<file path="src/rtl/kbd_ring_pkg.sv">
`timescale 1ns/1ps
package kbd_ring_pkg;

   // true when v is a power of two of at least 2
   function automatic bit depth_ok(input int v);
      return (v >= 2) && ((v & (v - 1)) == 0);
   endfunction

   // per-cycle decision taken by the status logic
   typedef struct packed {
      logic take_key;
      logic give_key;
   } ring_op_t;

endpackage

</file>
<file path="src/rtl/kbd_ring_ptrs.sv">
`timescale 1ns/1ps
module kbd_ring_ptrs #(
   parameter int CNT_W = 4
) (
   input  logic             clk,
   input  logic             rst_n,
   input  logic             take_key,
   input  logic             give_key,
   output logic [CNT_W-1:0] wr_pos,
   output logic [CNT_W-1:0] rd_pos
);

   logic [CNT_W-1:0] wr_step;
   logic [CNT_W-1:0] rd_step;
   logic [CNT_W-1:0] wr_next;
   logic [CNT_W-1:0] rd_next;
   logic             meet;

   always_comb begin
      wr_step = {{(CNT_W-1){1'b0}}, take_key};
      rd_step = {{(CNT_W-1){1'b0}}, give_key};
      wr_next = wr_pos + wr_step;
      rd_next = rd_pos + rd_step;
      meet    = (wr_next == rd_next);
   end

   always_ff @(posedge clk) begin
      if (!rst_n) begin
         wr_pos <= '0;
         rd_pos <= '0;
      end else if (meet) begin
         wr_pos <= '0;
         rd_pos <= '0;
      end else begin
         wr_pos <= wr_next;
         rd_pos <= rd_next;
      end
   end

endmodule

</file>
<file path="src/rtl/kbd_ring_status.sv">
`timescale 1ns/1ps
module kbd_ring_status
   import kbd_ring_pkg::*;
#(
   parameter int DEPTH = 8,
   parameter int CNT_W = 4
) (
   input  logic             key_valid,
   input  logic             rd_req,
   input  logic [CNT_W-1:0] wr_pos,
   input  logic [CNT_W-1:0] rd_pos,
   output logic [CNT_W-1:0] level,
   output logic             none_held,
   output logic             all_held,
   output ring_op_t         op
);

   localparam logic [CNT_W-1:0] CAP = CNT_W'(DEPTH);

   always_comb begin
      level        = wr_pos - rd_pos;
      none_held    = (level == '0);
      all_held     = (level == CAP);
      op.take_key  = key_valid && (level < CAP);
      op.give_key  = rd_req && !none_held;
   end

endmodule

</file>
<file path="src/rtl/kbd_ring_store.sv">
`timescale 1ns/1ps
module kbd_ring_store #(
   parameter int DEPTH = 8,
   parameter int KEY_W = 8,
   parameter int IDX_W = 3
) (
   input  logic             clk,
   input  logic             rst_n,
   input  logic             wr_en,
   input  logic [IDX_W-1:0] wr_slot,
   input  logic [KEY_W-1:0] wr_key,
   input  logic             rd_en,
   input  logic [IDX_W-1:0] rd_slot,
   output logic [KEY_W-1:0] rd_key
);

   logic [KEY_W-1:0] slot_q [DEPTH];

   for (genvar s = 0; s < DEPTH; s++) begin : g_slot
      logic hit;
      assign hit = wr_en && (wr_slot == IDX_W'(s));
      always_ff @(posedge clk) begin
         if (!rst_n)
            slot_q[s] <= '0;
         else if (hit)
            slot_q[s] <= wr_key;
      end
   end

   always_ff @(posedge clk) begin
      if (!rst_n)
         rd_key <= '0;
      else if (rd_en)
         rd_key <= slot_q[rd_slot];
   end

endmodule

</file>
<file path="src/rtl/kbd_ring_buffer.sv">
`timescale 1ns/1ps
module kbd_ring_buffer
   import kbd_ring_pkg::*;
#(
   parameter int DEPTH = 8,
   parameter int KEY_W = 8,
   localparam int IDX_W = $clog2(DEPTH),
   localparam int CNT_W = IDX_W + 1
) (
   input  logic             clk,
   input  logic             rst_n,
   input  logic             key_valid,
   input  logic [KEY_W-1:0] key_code,
   input  logic             rd_req,
   output logic [KEY_W-1:0] key_out,
   output logic             is_empty,
   output logic             is_full,
   output logic [CNT_W-1:0] fill_count
);

   if (!depth_ok(DEPTH)) begin : g_bad_depth
      $error("kbd_ring_buffer: DEPTH must be a power of two >= 2");
   end
   if (KEY_W < 1) begin : g_bad_width
      $error("kbd_ring_buffer: KEY_W must be at least 1");
   end

   logic [CNT_W-1:0] wr_pos;
   logic [CNT_W-1:0] rd_pos;
   ring_op_t         op;

   kbd_ring_status #(.DEPTH(DEPTH), .CNT_W(CNT_W)) u_status (
      .key_valid (key_valid),
      .rd_req    (rd_req),
      .wr_pos    (wr_pos),
      .rd_pos    (rd_pos),
      .level     (fill_count),
      .none_held (is_empty),
      .all_held  (is_full),
      .op        (op)
   );

   kbd_ring_ptrs #(.CNT_W(CNT_W)) u_ptrs (
      .clk      (clk),
      .rst_n    (rst_n),
      .take_key (op.take_key),
      .give_key (op.give_key),
      .wr_pos   (wr_pos),
      .rd_pos   (rd_pos)
   );

   kbd_ring_store #(.DEPTH(DEPTH), .KEY_W(KEY_W), .IDX_W(IDX_W)) u_store (
      .clk     (clk),
      .rst_n   (rst_n),
      .wr_en   (op.take_key),
      .wr_slot (wr_pos[IDX_W-1:0]),
      .wr_key  (key_code),
      .rd_en   (op.give_key),
      .rd_slot (rd_pos[IDX_W-1:0]),
      .rd_key  (key_out)
   );

endmodule

</file>
<file path="config.mk">
export PLATFORM = sky130hd
export DESIGN_NAME = kbd_ring_buffer
export DESIGN_NICKNAME = d
export VERILOG_FILES = /design/src/rtl/kbd_ring_pkg.sv /design/src/rtl/kbd_ring_ptrs.sv /design/src/rtl/kbd_ring_status.sv /design/src/rtl/kbd_ring_store.sv /design/src/rtl/kbd_ring_buffer.sv
export SDC_FILE = /design/constraint.sdc
export NUM_CORES = 1
export LEC_CHECK = 0
export ABC_AREA = 1
export CAP_MARGIN = 20
export CORE_ASPECT_RATIO = 0.6
export CORE_MARGIN = 2
export CORE_UTILIZATION = 40
export CTS_CLUSTER_SIZE = 28
export DETAILED_ROUTE_END_ITERATION = 16
export DONT_BUFFER_PORTS = 1
export HOLD_SLACK_MARGIN = 0.02
export PLACE_DENSITY = 0.51
export SLEW_MARGIN = 20
export SYNTH_ARGS = -nofsm -noshare
export SYNTH_HDL_FRONTEND = slang
export SYNTH_SLANG_ARGS = --single-unit
</file>
<file path="constraint.sdc">
create_clock -name clk -period 4.3 [get_ports clk]
set_input_delay 0.215 -clock clk [delete_from_list [all_inputs] [get_ports clk]]
set_output_delay 0.215 -clock clk [all_outputs]
set_load 0.01 [all_outputs]
</file>
==> results.yml <==
outcome:
  status: "complete, no violations"
cts:
  cts.path.max_buffers: 2
  cts_buffers: 9
  cts_root_buf: "clkbuf_16"
  cts_tree: "done"
  htree_levels: 3
  cts.repair.resized: 0
  cts.sinks: 80
  path_clk_slew_ps: 60
  clk_latency_ps: 340
floorplanning:
  start_util_pct: 40.5
  coreArea_um2: 9740
  die_y_um: 80.9
  fp-row-count: 28
  io_pins: 26
  die_x_um: 132
  die_area_um2: 10700
timing:
  hold_ws_ps: 45.5
  worst_pin_slew_ps: 1090
  clock.fmax_mhz: 274
  finalCritPeriodShare_pct: 85.0
  finalSetupViolCount: 0
  rsz0062_at_grt: "no"
  fin_crit_ps: 3660
  final.setup_skew_ps: 6.37
  max_slew_margin_pct: 27.4
  finalHoldViolations: 0
  drv_slew: 0
  setup_tns_ps: 0
grt:
  grt-ovfl-total: 0
  grt_pass1_wl_um: 15000
  grt_usage_pct: 19.5
  grt_pass1_vias: 2628
  antenna_found_initial: 0
  grt_start_max_net_pins: 35
pwr:
  p_per_area_nw_per_um2: 501
  max-vdd-ir-drop_v: 0.000217
  power.leakage_nw: 1.81
logic_synthesis:
  post-synth-top-area-cell: "edfxtp_1"
  syn_inst: 449
  yosysTopAreaCellShare_pct: 48.7
  syn_avg_cell_area_um2: 8.79
  yosysSeqAreaShare_pct: 56.8
  synthTopCellsByArea: "edfxtp_1 (49%), nand2_1 (14%), dfxtp_1 (8.1%)"
  syn_nets: 469
  yosysWarnings: 0
  ys_types: 29
  syn_area_um2: 3950
  ys_ff_latch: 80
detailed_routing:
  first_pass_iters: 4
  post_drt_wl_per_cell_um: 16.7
  num_vias: 2844
  vias_per_cell: 4.86
  totalWireLength_um: 9760
  drt-initial-drc-count: 227
  detail-route-antenna-nets: 0
  drcViolationCount: 0
placed_design:
  port_buffers: 0
  post-dp-hpwl_um: 6720
  place_congestion: 0.806
final_layout:
  drive_gt1_share_pct: 7.78
  final_nets: 465
  num_antenna_cells: 0
  register_area_um2: 2240
  fillers: 1018
  multi_input_comb_area_um2: 1490
  area_delta_synth_final_pct: 9.80
worst_setup_path:
  worstPathMaxFanout: 18
  cp-start-kind: "flip-flop"
  reg2reg_depth: 16
  cp.arrival_ps: 3860
  worstPathRequired_ps: 4500
  crit_type: "flip-flop to flip-flop"
  cp-end-kind: "flip-flop"
hold_path:
  hp-class: "input port to flip-flop"
  min_path_cells: 2
flow_run:
  cap_violations: 0
[logic make-up (layout without fill, tap and decap cells)]
group | count (synthesis) | count (layout) | synth area share [%]
adders and majority gates | 8 | 8 | 2.73
and+or+nand+nor | 296 | 296 | 31.8
DFF | 80 | 80 | 56.8
xor gates and xnor gates | 7 | 7 | 1.55
buffers and inverters | 47 | 48 | 5.52
AOI/OAI and AO/OA | 11 | 11 | 1.55
[layer usage]
layer	part of all wire (%)	track usage [%]	wire, um	vias up
li1	-	-	-	1448
met1	54	28.6	5260	1336
met3	3.9	5.12	378	13
met4	1.5	5.70	147	0
met2	41	28.2	3970	47
met5	0	0	0	-
[worst max-delay path: stages (launching register included)]
cell and delay (ps):
dfxtp_1 380, inv_1 90, ha_1 180, inv_1 70, fa_1 470, or2_0 240
nor2_1 150, nand3_2 310, nand2_1 140, inv_1 70, ha_1 210, ha_1 320
xor2_1 170, nor2_1 90, nand3_1 80, o21ai_1 470, nor2_1 80
[registers in the layout (all words and copies together) (netlist names)]
| signal | flops |
|---|---|
| u_ptrs.wr_pos | 4 |
| u_store.rd_key | 8 |
| u_store.slot_q | 64 |
| u_ptrs.rd_pos | 4 |
[per-stage QoR]
stage | util (%) | std cells | setup WS [ps] | total power, mW | instance area, um^2
2_1_floorplan | - | 449 | 921 | 1.32 | 3950
3_3_place_gp | 41.3 | 568 | 730 | 1.41 | 4020
3_5_place_dp | 41.3 | 568 | 660 | 1.42 | 4020
4_1_cts | 44.5 | 585 | 649 | 2.18 | 4330
5_1_grt | 44.5 | 585 | 247 | 2.28 | 4330
6_report | 44.5 | 585 | 644 | 2.17 | 4330
[layout by cell type, fill, tap and decap left out, drive strengths merged]
master / netlist / layout
a21boi: 1 / 1
nor2: 91 / 91
bufinv: 0 / 1
a21oi: 9 / 9
o21ai: 1 / 1
inv: 27 / 27
edfxtp: 64 / 64
or2: 1 / 1
nand2: 148 / 148
ha: 7 / 7
dfxtp: 16 / 16
nand4: 2 / 2
dlygate4sd3: 0 / 1
clkinv: 1 / 4
xor2: 5 / 5
buf: 14 / 3
clkbuf: 5 / 10
clkinvlp: 0 / 2
xnor2: 2 / 2
fa: 1 / 1
nand3: 54 / 54
[cell type report]
type / count / share of cell area, %
Sequential cell: 80 / 51.8
Inverter: 28 / 2.43
Tap cell: 135 / 3.90
Multi-Input combinational cell: 322 / 34.3
Clock inverter: 6 / 1.36
Clock buffer: 10 / 5.52
Timing Repair Buffer: 4 / 0.751
[report_power, final]
group	switching [mW]	internal [mW]
registers	0.0370	0.914
logic	0.320	0.132
clock network	0.306	0.461
total	0.663	1.51
[path summary, 6_finish.rpt]
check                                        from  slack (ps)                end
worst min-delay path                       rd_req          50  u_store.rd_key[4]
worst max-delay path             u_ptrs.wr_pos[0]         640   u_ptrs.rd_pos[1]
worst max register to register   u_ptrs.wr_pos[0]         640   u_ptrs.rd_pos[1]
worst min register to register  u_store.rd_key[6]         550  u_store.rd_key[6]
[synthesized netlist by cell type]
| cell type | number |
|---|---|
| nand2_4 | 1 |
| o21ai_1 | 1 |
| nand2_1 | 146 |
| buf_8 | 1 |
| buf_2 | 9 |
| a21boi_0 | 1 |
| nor2_2 | 8 |
| buf_4 | 3 |
| edfxtp_1 | 64 |
| nand3_4 | 1 |
| dfxtp_1 | 16 |
| nand2_2 | 1 |
| nor2_1 | 82 |
| ha_1 | 7 |
| a21oi_2 | 1 |
| nor2_8 | 1 |
| clkbuf_1 | 5 |
| nand3_2 | 2 |
| xnor2_1 | 2 |
| inv_1 | 25 |
| clkinv_1 | 1 |
| or2_0 | 1 |
| nand4_1 | 2 |
| a21oi_1 | 8 |
| buf_6 | 1 |
| inv_2 | 2 |
| xor2_1 | 5 |
| fa_1 | 1 |
| nand3_1 | 51 |
[repair_timing]
item,4_1_cts,5_1_grt
buffers inserted,0,0
setup endpoints to repair,0,0
hold endpoints to repair,8,0
hold buffers,1,0
No activity file was read; power rests on OpenSTA's default activity.
